## config.mk

```make
export PLATFORM = sky130hd
export DESIGN_NAME = keyed_watchdog
export DESIGN_NICKNAME = d
export VERILOG_FILES = /design/src/rtl/wdg_pkg.sv /design/src/rtl/wdg_regfile.sv /design/src/rtl/wdg_loader.sv /design/src/rtl/wdg_counter.sv /design/src/rtl/keyed_watchdog.sv
export SDC_FILE = /design/constraint.sdc
export NUM_CORES = 1
export LEC_CHECK = 0
export ABC_CLOCK_PERIOD_IN_PS = 4130
export BUFFER_PORTS_ARGS = -buffer_cell sky130_fd_sc_hd__buf_4
export CORE_MARGIN = 1.5
export CORE_UTILIZATION = 65
export CTS_CLUSTER_DIAMETER = 120
export DETAILED_ROUTE_END_ITERATION = 8
export PLACE_DENSITY = 0.86
export SETUP_SLACK_MARGIN = 0.3
export SKIP_CTS_REPAIR_TIMING = 1
export SYNTH_ARGS = -nofsm -noshare
export SYNTH_HDL_FRONTEND = slang
export SYNTH_SLANG_ARGS = --single-unit
```

## constraint.sdc

```tcl
create_clock -name clk -period 4.13 [get_ports clk]
set_input_delay 0.6195 -clock clk [delete_from_list [all_inputs] [get_ports clk]]
set_output_delay 0.6195 -clock clk [all_outputs]
set_load 0.02 [all_outputs]
```

## src/rtl/wdg_pkg.sv

```systemverilog
package wdg_pkg;

    // Register offsets; software decodes these, so they are fixed.
    localparam int OFF_LOAD_LO  = 'h00;
    localparam int OFF_LOAD_HI  = 'h04;
    localparam int OFF_CTRL     = 'h08;
    localparam int OFF_INT_CLR  = 'h0C;
    localparam int OFF_STATUS   = 'h10;
    localparam int OFF_MASK     = 'h14;
    localparam int OFF_CNT_LO   = 'h18;
    localparam int OFF_CNT_HI   = 'h1C;
    localparam int OFF_KEY      = 'h20;
    localparam int OFF_PRE_LO   = 'h2C;
    localparam int OFF_PRE_HI   = 'h30;

    localparam logic [15:0] UNLOCK_KEY = 16'hE551;

    localparam int CTRL_W       = 4;
    localparam int ST_INT_BIT   = 0;
    localparam int ST_RST_BIT   = 3;
    localparam int ST_BUSY_BIT  = 4;
    localparam int CLR_INT_BIT  = 0;
    localparam int CLR_RST_BIT  = 3;

    typedef struct packed {
        logic rst_en;   // bit 3
        logic mode_en;  // bit 2
        logic cnt_en;   // bit 1
        logic int_en;   // bit 0
    } ctrl_t;

    typedef enum logic [1:0] {
        LD_IDLE,
        LD_SYNC,
        LD_COMMIT
    } ld_state_e;

    typedef enum logic [1:0] {
        CNT_HALT,
        CNT_RUN,
        CNT_RSTREQ
    } cnt_state_e;

endpackage

```

## src/rtl/wdg_regfile.sv

```systemverilog
module wdg_regfile
    import wdg_pkg::*;
#(
    parameter int HALF_W = 16,
    parameter int ADDR_W = 6,
    parameter int DATA_W = 32
) (
    input  logic                clk,
    input  logic                rst_n,
    input  logic                bus_wr,
    input  logic [ADDR_W-1:0]   bus_addr,
    input  logic [DATA_W-1:0]   bus_wdata,
    output logic [DATA_W-1:0]   bus_rdata,
    input  logic [2*HALF_W-1:0] count,
    input  logic                int_flag,
    input  logic                rst_flag,
    input  logic                busy,
    output logic                locked,
    output ctrl_t               ctrl,
    output logic                mask,
    output logic [2*HALF_W-1:0] tmo_val,
    output logic [2*HALF_W-1:0] pre_val,
    output logic                load_wr,
    output logic                clr_int,
    output logic                clr_rst
);

    function automatic logic hit(input int off);
        return bus_addr == ADDR_W'(off);
    endfunction

    logic wr_ok;

    always_comb begin
        wr_ok   = bus_wr && !locked;
        load_wr = wr_ok && (hit(OFF_LOAD_LO) || hit(OFF_LOAD_HI) ||
                            hit(OFF_PRE_LO)  || hit(OFF_PRE_HI));
        clr_int = wr_ok && hit(OFF_INT_CLR) && bus_wdata[CLR_INT_BIT];
        clr_rst = wr_ok && hit(OFF_INT_CLR) && bus_wdata[CLR_RST_BIT];
    end

    // Key register: accepted in any lock state.
    always_ff @(posedge clk or negedge rst_n) begin
        if (!rst_n) begin
            locked <= 1'b1;
        end else if (bus_wr && hit(OFF_KEY)) begin
            locked <= (bus_wdata != DATA_W'(UNLOCK_KEY));
        end
    end

    always_ff @(posedge clk or negedge rst_n) begin
        if (!rst_n) begin
            ctrl <= '0;
            mask <= 1'b0;
        end else if (wr_ok) begin
            if (hit(OFF_CTRL)) ctrl <= ctrl_t'(bus_wdata[CTRL_W-1:0]);
            if (hit(OFF_MASK)) mask <= bus_wdata[0];
        end
    end

    // Split load registers: one half per offset.
    for (genvar h = 0; h < 2; h++) begin : g_half
        localparam int TMO_OFF = (h == 0) ? OFF_LOAD_LO : OFF_LOAD_HI;
        localparam int PRE_OFF = (h == 0) ? OFF_PRE_LO : OFF_PRE_HI;
        always_ff @(posedge clk or negedge rst_n) begin
            if (!rst_n) begin
                tmo_val[h*HALF_W +: HALF_W] <= '0;
                pre_val[h*HALF_W +: HALF_W] <= '0;
            end else if (wr_ok) begin
                if (hit(TMO_OFF)) tmo_val[h*HALF_W +: HALF_W] <= bus_wdata[HALF_W-1:0];
                if (hit(PRE_OFF)) pre_val[h*HALF_W +: HALF_W] <= bus_wdata[HALF_W-1:0];
            end
        end
    end

    always_comb begin
        bus_rdata = '0;
        case (bus_addr)
            ADDR_W'(OFF_LOAD_LO): bus_rdata[HALF_W-1:0] = tmo_val[HALF_W-1:0];
            ADDR_W'(OFF_LOAD_HI): bus_rdata[HALF_W-1:0] = tmo_val[2*HALF_W-1:HALF_W];
            ADDR_W'(OFF_PRE_LO):  bus_rdata[HALF_W-1:0] = pre_val[HALF_W-1:0];
            ADDR_W'(OFF_PRE_HI):  bus_rdata[HALF_W-1:0] = pre_val[2*HALF_W-1:HALF_W];
            ADDR_W'(OFF_CNT_LO):  bus_rdata[HALF_W-1:0] = count[HALF_W-1:0];
            ADDR_W'(OFF_CNT_HI):  bus_rdata[HALF_W-1:0] = count[2*HALF_W-1:HALF_W];
            ADDR_W'(OFF_CTRL):    bus_rdata[CTRL_W-1:0] = ctrl;
            ADDR_W'(OFF_MASK):    bus_rdata[0] = mask;
            ADDR_W'(OFF_KEY):     bus_rdata[0] = locked;
            ADDR_W'(OFF_STATUS): begin
                bus_rdata[ST_INT_BIT]  = int_flag;
                bus_rdata[ST_RST_BIT]  = rst_flag;
                bus_rdata[ST_BUSY_BIT] = busy;
            end
            default: bus_rdata = '0;
        endcase
    end

endmodule

```

## src/rtl/wdg_loader.sv

```systemverilog
module wdg_loader
    import wdg_pkg::*;
#(
    parameter int LOAD_TICKS = 2
) (
    input  logic clk,
    input  logic rst_n,
    input  logic tick,
    input  logic load_wr,
    output logic busy,
    output logic commit
);

    localparam int TW = (LOAD_TICKS > 1) ? $clog2(LOAD_TICKS) : 1;
    localparam logic [TW-1:0] LAST = TW'(LOAD_TICKS - 1);

    ld_state_e       state, state_d;
    logic [TW-1:0]   tcnt;

    always_ff @(posedge clk or negedge rst_n) begin
        if (!rst_n) begin
            state <= LD_IDLE;
            tcnt  <= '0;
        end else begin
            state <= state_d;
            if (load_wr)                        tcnt <= '0;
            else if (state == LD_SYNC && tick)  tcnt <= tcnt + TW'(1);
        end
    end

    always_comb begin
        state_d = state;
        unique case (state)
            LD_IDLE:   if (load_wr) state_d = LD_SYNC;
            LD_SYNC:   if (!load_wr && tick && tcnt == LAST) state_d = LD_COMMIT;
            LD_COMMIT: state_d = load_wr ? LD_SYNC : LD_IDLE;
            default:   state_d = LD_IDLE;
        endcase
    end

    always_comb begin
        busy   = (state != LD_IDLE);
        commit = (state == LD_COMMIT) && !load_wr;
    end

endmodule

```

## src/rtl/wdg_counter.sv

```systemverilog
module wdg_counter
    import wdg_pkg::*;
#(
    parameter int CNT_W = 32
) (
    input  logic             clk,
    input  logic             rst_n,
    input  logic             tick,
    input  logic             commit,
    input  logic             cnt_en,
    input  logic             int_en,
    input  logic             rst_en,
    input  logic [CNT_W-1:0] tmo_val,
    input  logic [CNT_W-1:0] pre_val,
    input  logic             clr_int,
    input  logic             clr_rst,
    output logic [CNT_W-1:0] count,
    output logic             int_flag,
    output logic             rst_flag,
    output logic             rst_req,
    output cnt_state_e       state
);

    cnt_state_e       state_d;
    logic [CNT_W-1:0] tmo_act, pre_act;
    logic             step, expire, pre_hit;

    always_comb begin
        step    = tick && !commit && (state == CNT_RUN) && cnt_en;
        expire  = step && (count == '0);
        pre_hit = step && (count != '0) && ((count - CNT_W'(1)) == pre_act);
    end

    always_ff @(posedge clk or negedge rst_n) begin
        if (!rst_n) state <= CNT_HALT;
        else        state <= state_d;
    end

    always_comb begin
        state_d = state;
        unique case (state)
            CNT_HALT:   if (cnt_en) state_d = CNT_RUN;
            CNT_RUN: begin
                if (expire && rst_en) state_d = CNT_RSTREQ;
                else if (!cnt_en)     state_d = CNT_HALT;
            end
            CNT_RSTREQ: if (tick) state_d = cnt_en ? CNT_RUN : CNT_HALT;
            default:    state_d = CNT_HALT;
        endcase
    end

    always_ff @(posedge clk or negedge rst_n) begin
        if (!rst_n) begin
            count   <= '0;
            tmo_act <= '0;
            pre_act <= '0;
        end else if (commit) begin
            count   <= tmo_val;
            tmo_act <= tmo_val;
            pre_act <= pre_val;
        end else if (expire) begin
            count   <= tmo_act;
        end else if (step) begin
            count   <= count - CNT_W'(1);
        end
    end

    // Flags: a set in the same cycle as a clear wins.
    always_ff @(posedge clk or negedge rst_n) begin
        if (!rst_n) begin
            int_flag <= 1'b0;
            rst_flag <= 1'b0;
        end else begin
            if (pre_hit && int_en)     int_flag <= 1'b1;
            else if (clr_int)          int_flag <= 1'b0;
            if (expire && rst_en)      rst_flag <= 1'b1;
            else if (clr_rst)          rst_flag <= 1'b0;
        end
    end

    always_comb begin
        rst_req = (state == CNT_RSTREQ);
    end

endmodule

```

## src/rtl/keyed_watchdog.sv

```systemverilog
module keyed_watchdog
    import wdg_pkg::*;
#(
    parameter int HALF_W     = 16,
    parameter int ADDR_W     = 6,
    parameter int DATA_W     = 32,
    parameter int LOAD_TICKS = 2
) (
    input  logic              clk,
    input  logic              rst_n,
    input  logic              tick,
    input  logic              bus_wr,
    input  logic [ADDR_W-1:0] bus_addr,
    input  logic [DATA_W-1:0] bus_wdata,
    output logic [DATA_W-1:0] bus_rdata,
    output logic              irq_o,
    output logic              rst_req_o
);

    localparam int CNT_W = 2 * HALF_W;

    logic             locked, mask, load_wr, clr_int, clr_rst;
    logic             busy, commit, int_flag, rst_flag;
    ctrl_t            ctrl_q;
    logic [CNT_W-1:0] tmo_val, pre_val, count;
    cnt_state_e       cstate;

    wdg_regfile #(
        .HALF_W (HALF_W),
        .ADDR_W (ADDR_W),
        .DATA_W (DATA_W)
    ) u_regs (
        .clk       (clk),
        .rst_n     (rst_n),
        .bus_wr    (bus_wr),
        .bus_addr  (bus_addr),
        .bus_wdata (bus_wdata),
        .bus_rdata (bus_rdata),
        .count     (count),
        .int_flag  (int_flag),
        .rst_flag  (rst_flag),
        .busy      (busy),
        .locked    (locked),
        .ctrl      (ctrl_q),
        .mask      (mask),
        .tmo_val   (tmo_val),
        .pre_val   (pre_val),
        .load_wr   (load_wr),
        .clr_int   (clr_int),
        .clr_rst   (clr_rst)
    );

    wdg_loader #(
        .LOAD_TICKS (LOAD_TICKS)
    ) u_load (
        .clk     (clk),
        .rst_n   (rst_n),
        .tick    (tick),
        .load_wr (load_wr),
        .busy    (busy),
        .commit  (commit)
    );

    wdg_counter #(
        .CNT_W (CNT_W)
    ) u_cnt (
        .clk      (clk),
        .rst_n    (rst_n),
        .tick     (tick),
        .commit   (commit),
        .cnt_en   (ctrl_q.cnt_en),
        .int_en   (ctrl_q.int_en),
        .rst_en   (ctrl_q.rst_en),
        .tmo_val  (tmo_val),
        .pre_val  (pre_val),
        .clr_int  (clr_int),
        .clr_rst  (clr_rst),
        .count    (count),
        .int_flag (int_flag),
        .rst_flag (rst_flag),
        .rst_req  (rst_req_o),
        .state    (cstate)
    );

    always_comb begin
        irq_o = int_flag && !mask;
    end

endmodule

```

==> metrics.cfg, run 1 <==
[outcome]
status=finished clean

[timing]
grt_setup_unrepaired=false
tns_ns=0
fin_crit_ns=3.43
tightestPinTransition_ns=1.12
setup_viol_count_final=0
slew_violations=0
period_share_pct=83.1
fmax_mhz=291
fin_skew_ns=0.00986
hold_violations=0
slew_headroom_pct=25.3

[route]
vias=8246
dr.pass1.iters=9
vias_per_cell=6.77
drtAntennaViolNets=0
drc_errors=0
wl_per_cell_um=22.5
drt_iter0_drc=1351
routed_wl_mm=27.4

[pwr]
powerDensity_nw_per_um2=453
p_leak_nw=5.25
vdd_drop_max_mv=0.528

[clock_network]
insertion_delay_ns=0.44
htreeDepth=4
cts-root-buf=clkbuf_16
cts_tree=done
clk_pin_slew_ns=0.07
cts_max_path_buffers=2
cts_sinks=173
numCtsBuffers=17

[final_layout]
diodes=0
fillers=952
syn_to_final_growth_pct=11.2
postLayoutCellArea_sq_um=10400
layout-drive-gt1-share_pct=19.3
fin_nets=1068

[logic_synthesis]
syn_inst=1001
ys_ff_latch=173
synth.distinct_cells=77
yosysWarnings=0
yosysSeqAreaShare_pct=46.1
synth_enable_flop_cells=0
synth_ff_type=dfrtp_1
async_flop_share_pct=100
synth_area_sq_um=9380
postSynthAreaPerCell_sq_um=9.37

[floorplan]
start_util_pct=67.1
fp.dieW_um=123
die-height_um=123
io_pins=76
coreArea_sq_um=14000
rows=43
dieArea_sq_um=15200

[grt]
grt_use_met2_pct=56.2
grt_pass1_vias=7770
grt_first_pass_wirelength_mm=42.7
overflow=0
grt_busiest_layer=met2
antenna_found_initial=0
met1_usage_pct=53.0
grt_max_degree=86
grt_usage_pct=37.9
met3_usage_pct=10.6

[critical_path]
endpoint_kind=flop
arrival_ns=3.80
required_ns=4.50
crit_fanout=14
setup.worst_path.class=flop to flop
startpoint_type=flop

[placement]
placed_area_sq_um=9850
routabilityCongestion=0.963
port_buffers=59
dpl.hpwl_mm=18.3

[min_path]
min_path_type=primary input to asynchronous set/reset pin

[flow_run]
maxCapViolations=0

[state kept, by name, summed over array words and instances (netlist names)]
name,count
u_cnt.pre_act,32
u_regs.locked,1
u_cnt.tmo_act,32
u_regs.pre_val,32
u_cnt.rst_flag,1
u_regs.tmo_val,32
u_cnt.int_flag,1
u_load.tcnt,1
u_load.state,2
u_cnt.state,2
u_regs.ctrl,4
u_regs.mask,1
u_cnt.count,32
[kinds of logic (layout without fill, tap and decap cells)]
group / count (synthesis) / count (layout) / synth area share (%)
multiplexers: 74 / 74 / 8.96
AND/OR/NAND/NOR: 427 / 427 / 22.2
AO/OA/AOI/OAI: 187 / 187 / 13.4
flip-flops: 173 / 173 / 46.1
other: 1 / 16 / 0.0400
XOR/XNOR: 40 / 40 / 4.19
buffers and inverters: 98 / 120 / 4.93
adder cells (fa/ha/maj): 1 / 1 / 0.133
[final timing paths]
kind,to,cells after the start,slack [ns],start
setup / recovery,u_cnt.int_flag,9,0.70,u_cnt.count[0]
hold / removal,u_cnt.count[0],1,0.22,rst_n
setup reg to reg,u_cnt.int_flag,9,0.70,u_cnt.count[0]
hold reg to reg,u_cnt.tmo_act[5],2,0.48,u_cnt.tmo_act[5]
max in group asynchronous,u_cnt.tmo_act[12],2,3.01,rst_n
min in group clk,u_cnt.state[1],2,0.43,tick
[cell type report]
cell class / count / area, sq um / area share (%)
Sequential cell: 173 / 4330 / 41.5
Tap cell: 180 / 225 / 2.16
Timing Repair Buffer: 75 / 592 / 5.67
Inverter: 13 / 48.8 / 0.467
Clock inverter: 14 / 148 / 1.41
Clock buffer: 18 / 439 / 4.21
Multi-Input combinational cell: 745 / 4660 / 44.6
[synth_stat cells, types with 13 or more instances]
library cell | number | area [sq um]
a21oi_1 | 47 | 235
a222oi_1 | 26 | 260
buf_2 | 15 | 75.1
buf_4 | 16 | 120
clkbuf_1 | 46 | 173
dfrtp_1 | 172 | 4300
inv_1 | 13 | 48.8
mux2_2 | 70 | 788
nand2_1 | 225 | 845
nand3_1 | 13 | 65.1
nor2_1 | 71 | 267
nor3_1 | 21 | 105
nor4_1 | 14 | 87.6
o21ai_0 | 43 | 215
xnor2_1 | 24 | 210
xor2_1 | 13 | 114
[metrics by stage]
step / power [mW] / worst slack [ns] / util, % / cells / hold WS, ns
final: 4.72 / 0.697 / 74.6 / 1218 / 0.222
after global routing: 4.88 / 0.450 / 74.6 / 1218 / 0.294
after CTS: 4.67 / 0.851 / 74.6 / 1218 / 0.252
after detailed placement: 3.07 / 0.769 / 70.4 / 1186 / 0.461
after global placement: 3.05 / 0.899 / 70.4 / 1186 / 0.458
after floorplan: 2.75 / 1.20 / - / 1016 / 0.324
[worst max-delay path, stage by stage, from the launching register on]
cell,delay [ns]
dfrtp_1,0.49
inv_1,0.10
ha_1,0.25
nor4b_2,0.52
nand3_1,0.62
xnor2_1,0.35
nand4b_1,0.14
nor4_1,0.54
nand4_1,0.19
o21ai_1,0.16
[metal layers]
metal / vias to the layer above / routed length [um]
met5: - / 0
met4: 0 / 825
met3: 93 / 3580
met2: 629 / 12600
met1: 3931 / 10400
li1: 3593 / -
[cell usage in the layout, fill, tap and decap left out, types with 9 or more instances in the layout]
master,synthesis,routed
o21ai_0,43,43
xnor2_1,24,24
nand2_1,225,224
a21oi_1,47,47
nor4_1,14,14
clkbuf_16,0,17
inv_1,13,13
nor3_1,21,21
or3_1,9,9
a222oi_1,26,26
xor2_1,13,13
nor2_1,71,71
o22ai_1,10,10
mux2_2,70,70
dfrtp_1,172,172
nand4_1,10,10
nand3_1,13,13
buf_4,16,72
a31oi_1,10,10
conb_1,1,16
[power by group]
group | total [mW] | internal, mW | switching (mW) | leakage [nW]
combinational | 1.27 | 0.456 | 0.815 | 2.58
clock | 1.63 | 0.874 | 0.757 | 0.286
sequential | 1.82 | 1.74 | 0.0839 | 2.38
total | 4.72 | 3.07 | 1.66 | 5.25
Power figures use the tool's default switching activity.
==> run 2: changes to the inputs <==
Settings changed: ABC_CLOCK_PERIOD_IN_PS 4130 to 2900, CORE_UTILIZATION 65 to 55, PLACE_DENSITY 0.86 to 0.77.
Clock period 4.13 ns to 2.9 ns, I/O delays scaled along.
==> metrics.cfg, run 2 (synthesized netlist as in run 1, its figures left out) <==
[final_layout]
layout_commonest_cell=nand2_1
final_core_util_pct=66.7  ; -7.9 points
diodes=0  ; unchanged
syn_to_final_growth_pct=18.3
mostFrequentLayoutCells=224 x nand2_1, 169 x dfrtp_1, 121 x buf_4
fillers=1278  ; +34%
layout-drive-gt1-share_pct=25.1  ; +5.8 points
fin_nets=1125  ; +5.3%

[route]
dr.pass1.iters=5  ; -4
wl_per_cell_um=22.0  ; -2.2%
drt_iter0_drc=1220  ; -9.7%
drtAntennaViolNets=0  ; unchanged
drc_errors=0  ; unchanged
vias_per_cell=6.48  ; -4.3%
vias=8517  ; +3.3%
routed_wl_mm=28.9  ; +5.6%

[clock_network]
insertion_delay_ns=0.44  ; about the same
cts_sinks=173  ; unchanged
cts-root-buf=clkbuf_16
htreeDepth=4  ; unchanged
clk_pin_slew_ns=0.07  ; about the same
cts_max_path_buffers=2  ; unchanged
numCtsBuffers=17  ; unchanged
cts_tree=done

[grt]
grt_usage_pct=33.6  ; -4.3 points
grt_max_degree=85  ; -1.2%
grt_first_pass_wirelength_mm=45.5  ; +6.6%
overflow=0  ; unchanged
grt_pass1_vias=8166  ; +5.1%
antenna_found_initial=0  ; unchanged

[floorplan]
die-height_um=134  ; +8.5%
coreArea_sq_um=16600  ; +19%
start_util_pct=56.4  ; -11 points
rows=47  ; +9.3%
io_pins=76  ; unchanged
dieArea_sq_um=17900  ; +18%
fp.dieW_um=134  ; +8.5%

[timing]
period_share_pct=88.7
tns_ns=0  ; unchanged
hold_violations=0  ; unchanged
slew_violations=0  ; unchanged
fmax_mhz=389
setup_viol_count_final=0  ; unchanged
tightestPinTransition_ns=0.803  ; -0.318 ns
fin_crit_ns=2.57
slew_headroom_pct=46.4  ; +21 points
fin_skew_ns=0.00751  ; -0.00235 ns
grt_setup_unrepaired=true

[placement]
routabilityCongestion=0.983  ; +2.0%
dpl.hpwl_mm=19.9  ; +8.6%
port_buffers=59  ; unchanged

[pwr]
powerDensity_nw_per_um2=654  ; +44%
p_leak_nw=5.59  ; +6.4%
vdd_drop_max_mv=0.605  ; +15%

[critical_path]
setup.worst_path.class=primary input to output pin
startpoint_type=primary input
crit_fanout=16  ; +2
endpoint_kind=output pin
arrival_ns=2.14  ; -1.66 ns
required_ns=2.47  ; -2.03 ns

[min_path]
min_path_type=primary input to asynchronous set/reset pin

[flow_run]
maxCapViolations=0  ; unchanged

[outcome]
status=finished clean

run 2: changes by cell type in the layout (fill, tap and decap cells not counted), sizes merged:
cell	before	now
buf	75	131
bufinv	1	2
clkbuf	18	19
clkinv	1	3
clkinvlp	2	5
inv	23	17
run 2: final timing paths:
check                                  start            endpoint  slack (ns)  cells after the start
hold / removal                         rst_n         u_regs.mask        0.03                      1
max in group asynchronous              rst_n     u_cnt.count[11]        2.14                      2
setup reg to reg             u_cnt.count[19]      u_cnt.int_flag        0.34                      7
min in group clk                bus_wdata[4]  u_regs.pre_val[20]        0.25                      3
hold reg to reg            u_cnt.tmo_act[22]   u_cnt.tmo_act[22]        0.48                      2
setup / recovery                 bus_addr[1]        bus_rdata[4]        0.33                      8
run 2: critical path: stages:
cell and delay [ns]:
buf_4 0.11, or2_2 0.32, or3_1 0.39, nor3b_2 0.23, buf_6 0.23, a22oi_1 0.13
nand3_1 0.13, buf_4 0.16
run 2: layout make-up:
cell class,count,area (sq um),share of cell area (%)
clock buffer,18,439,3.96
clock inverter,14,160,1.44
inverter,13,48.8,0.440
tap,220,275,2.48
sequential,173,4330,39.1
multi-input combinational,745,4750,42.8
timing repair buffer,132,1090,9.85
run 2: power by group:
group | leakage [nW] | switching [mW] | internal (mW) | total [mW]
combinational | 2.93 | 1.36 | 0.993 | 2.36
sequential | 2.37 | 0.0817 | 2.48 | 2.56
clock | 0.279 | 1.03 | 1.31 | 2.34
run 2: through the flow:
| step | setup WS (ns) | area [sq um] | hold slack, ns | total power [mW] | cells |
|---|---|---|---|---|---|
| after floorplan | 0.319 | 9450 | 0.139 | 3.94 | 1016 |
| after global placement | 0.315 | 10300 | 0.460 | 4.64 | 1274 |
| after detailed placement | 0.261 | 10300 | 0.465 | 4.66 | 1274 |
| after CTS | 0.243 | 10900 | 0.0787 | 7.00 | 1306 |
| after global routing | 0.213 | 11100 | 0.114 | 7.53 | 1315 |
| final | 0.327 | 11100 | 0.0258 | 7.26 | 1315 |
run 2: per-layer routing:
metal | vias up | wire [um] | GRT usage, %
met2 | 536 | 13400 | 52.4
met4 | 0 | 1050 | 13.7
met1 | 4180 | 11500 | 46.7
li1 | 3713 | - | -
met5 | - | 0 | 0
met3 | 88 | 2960 | 5.82
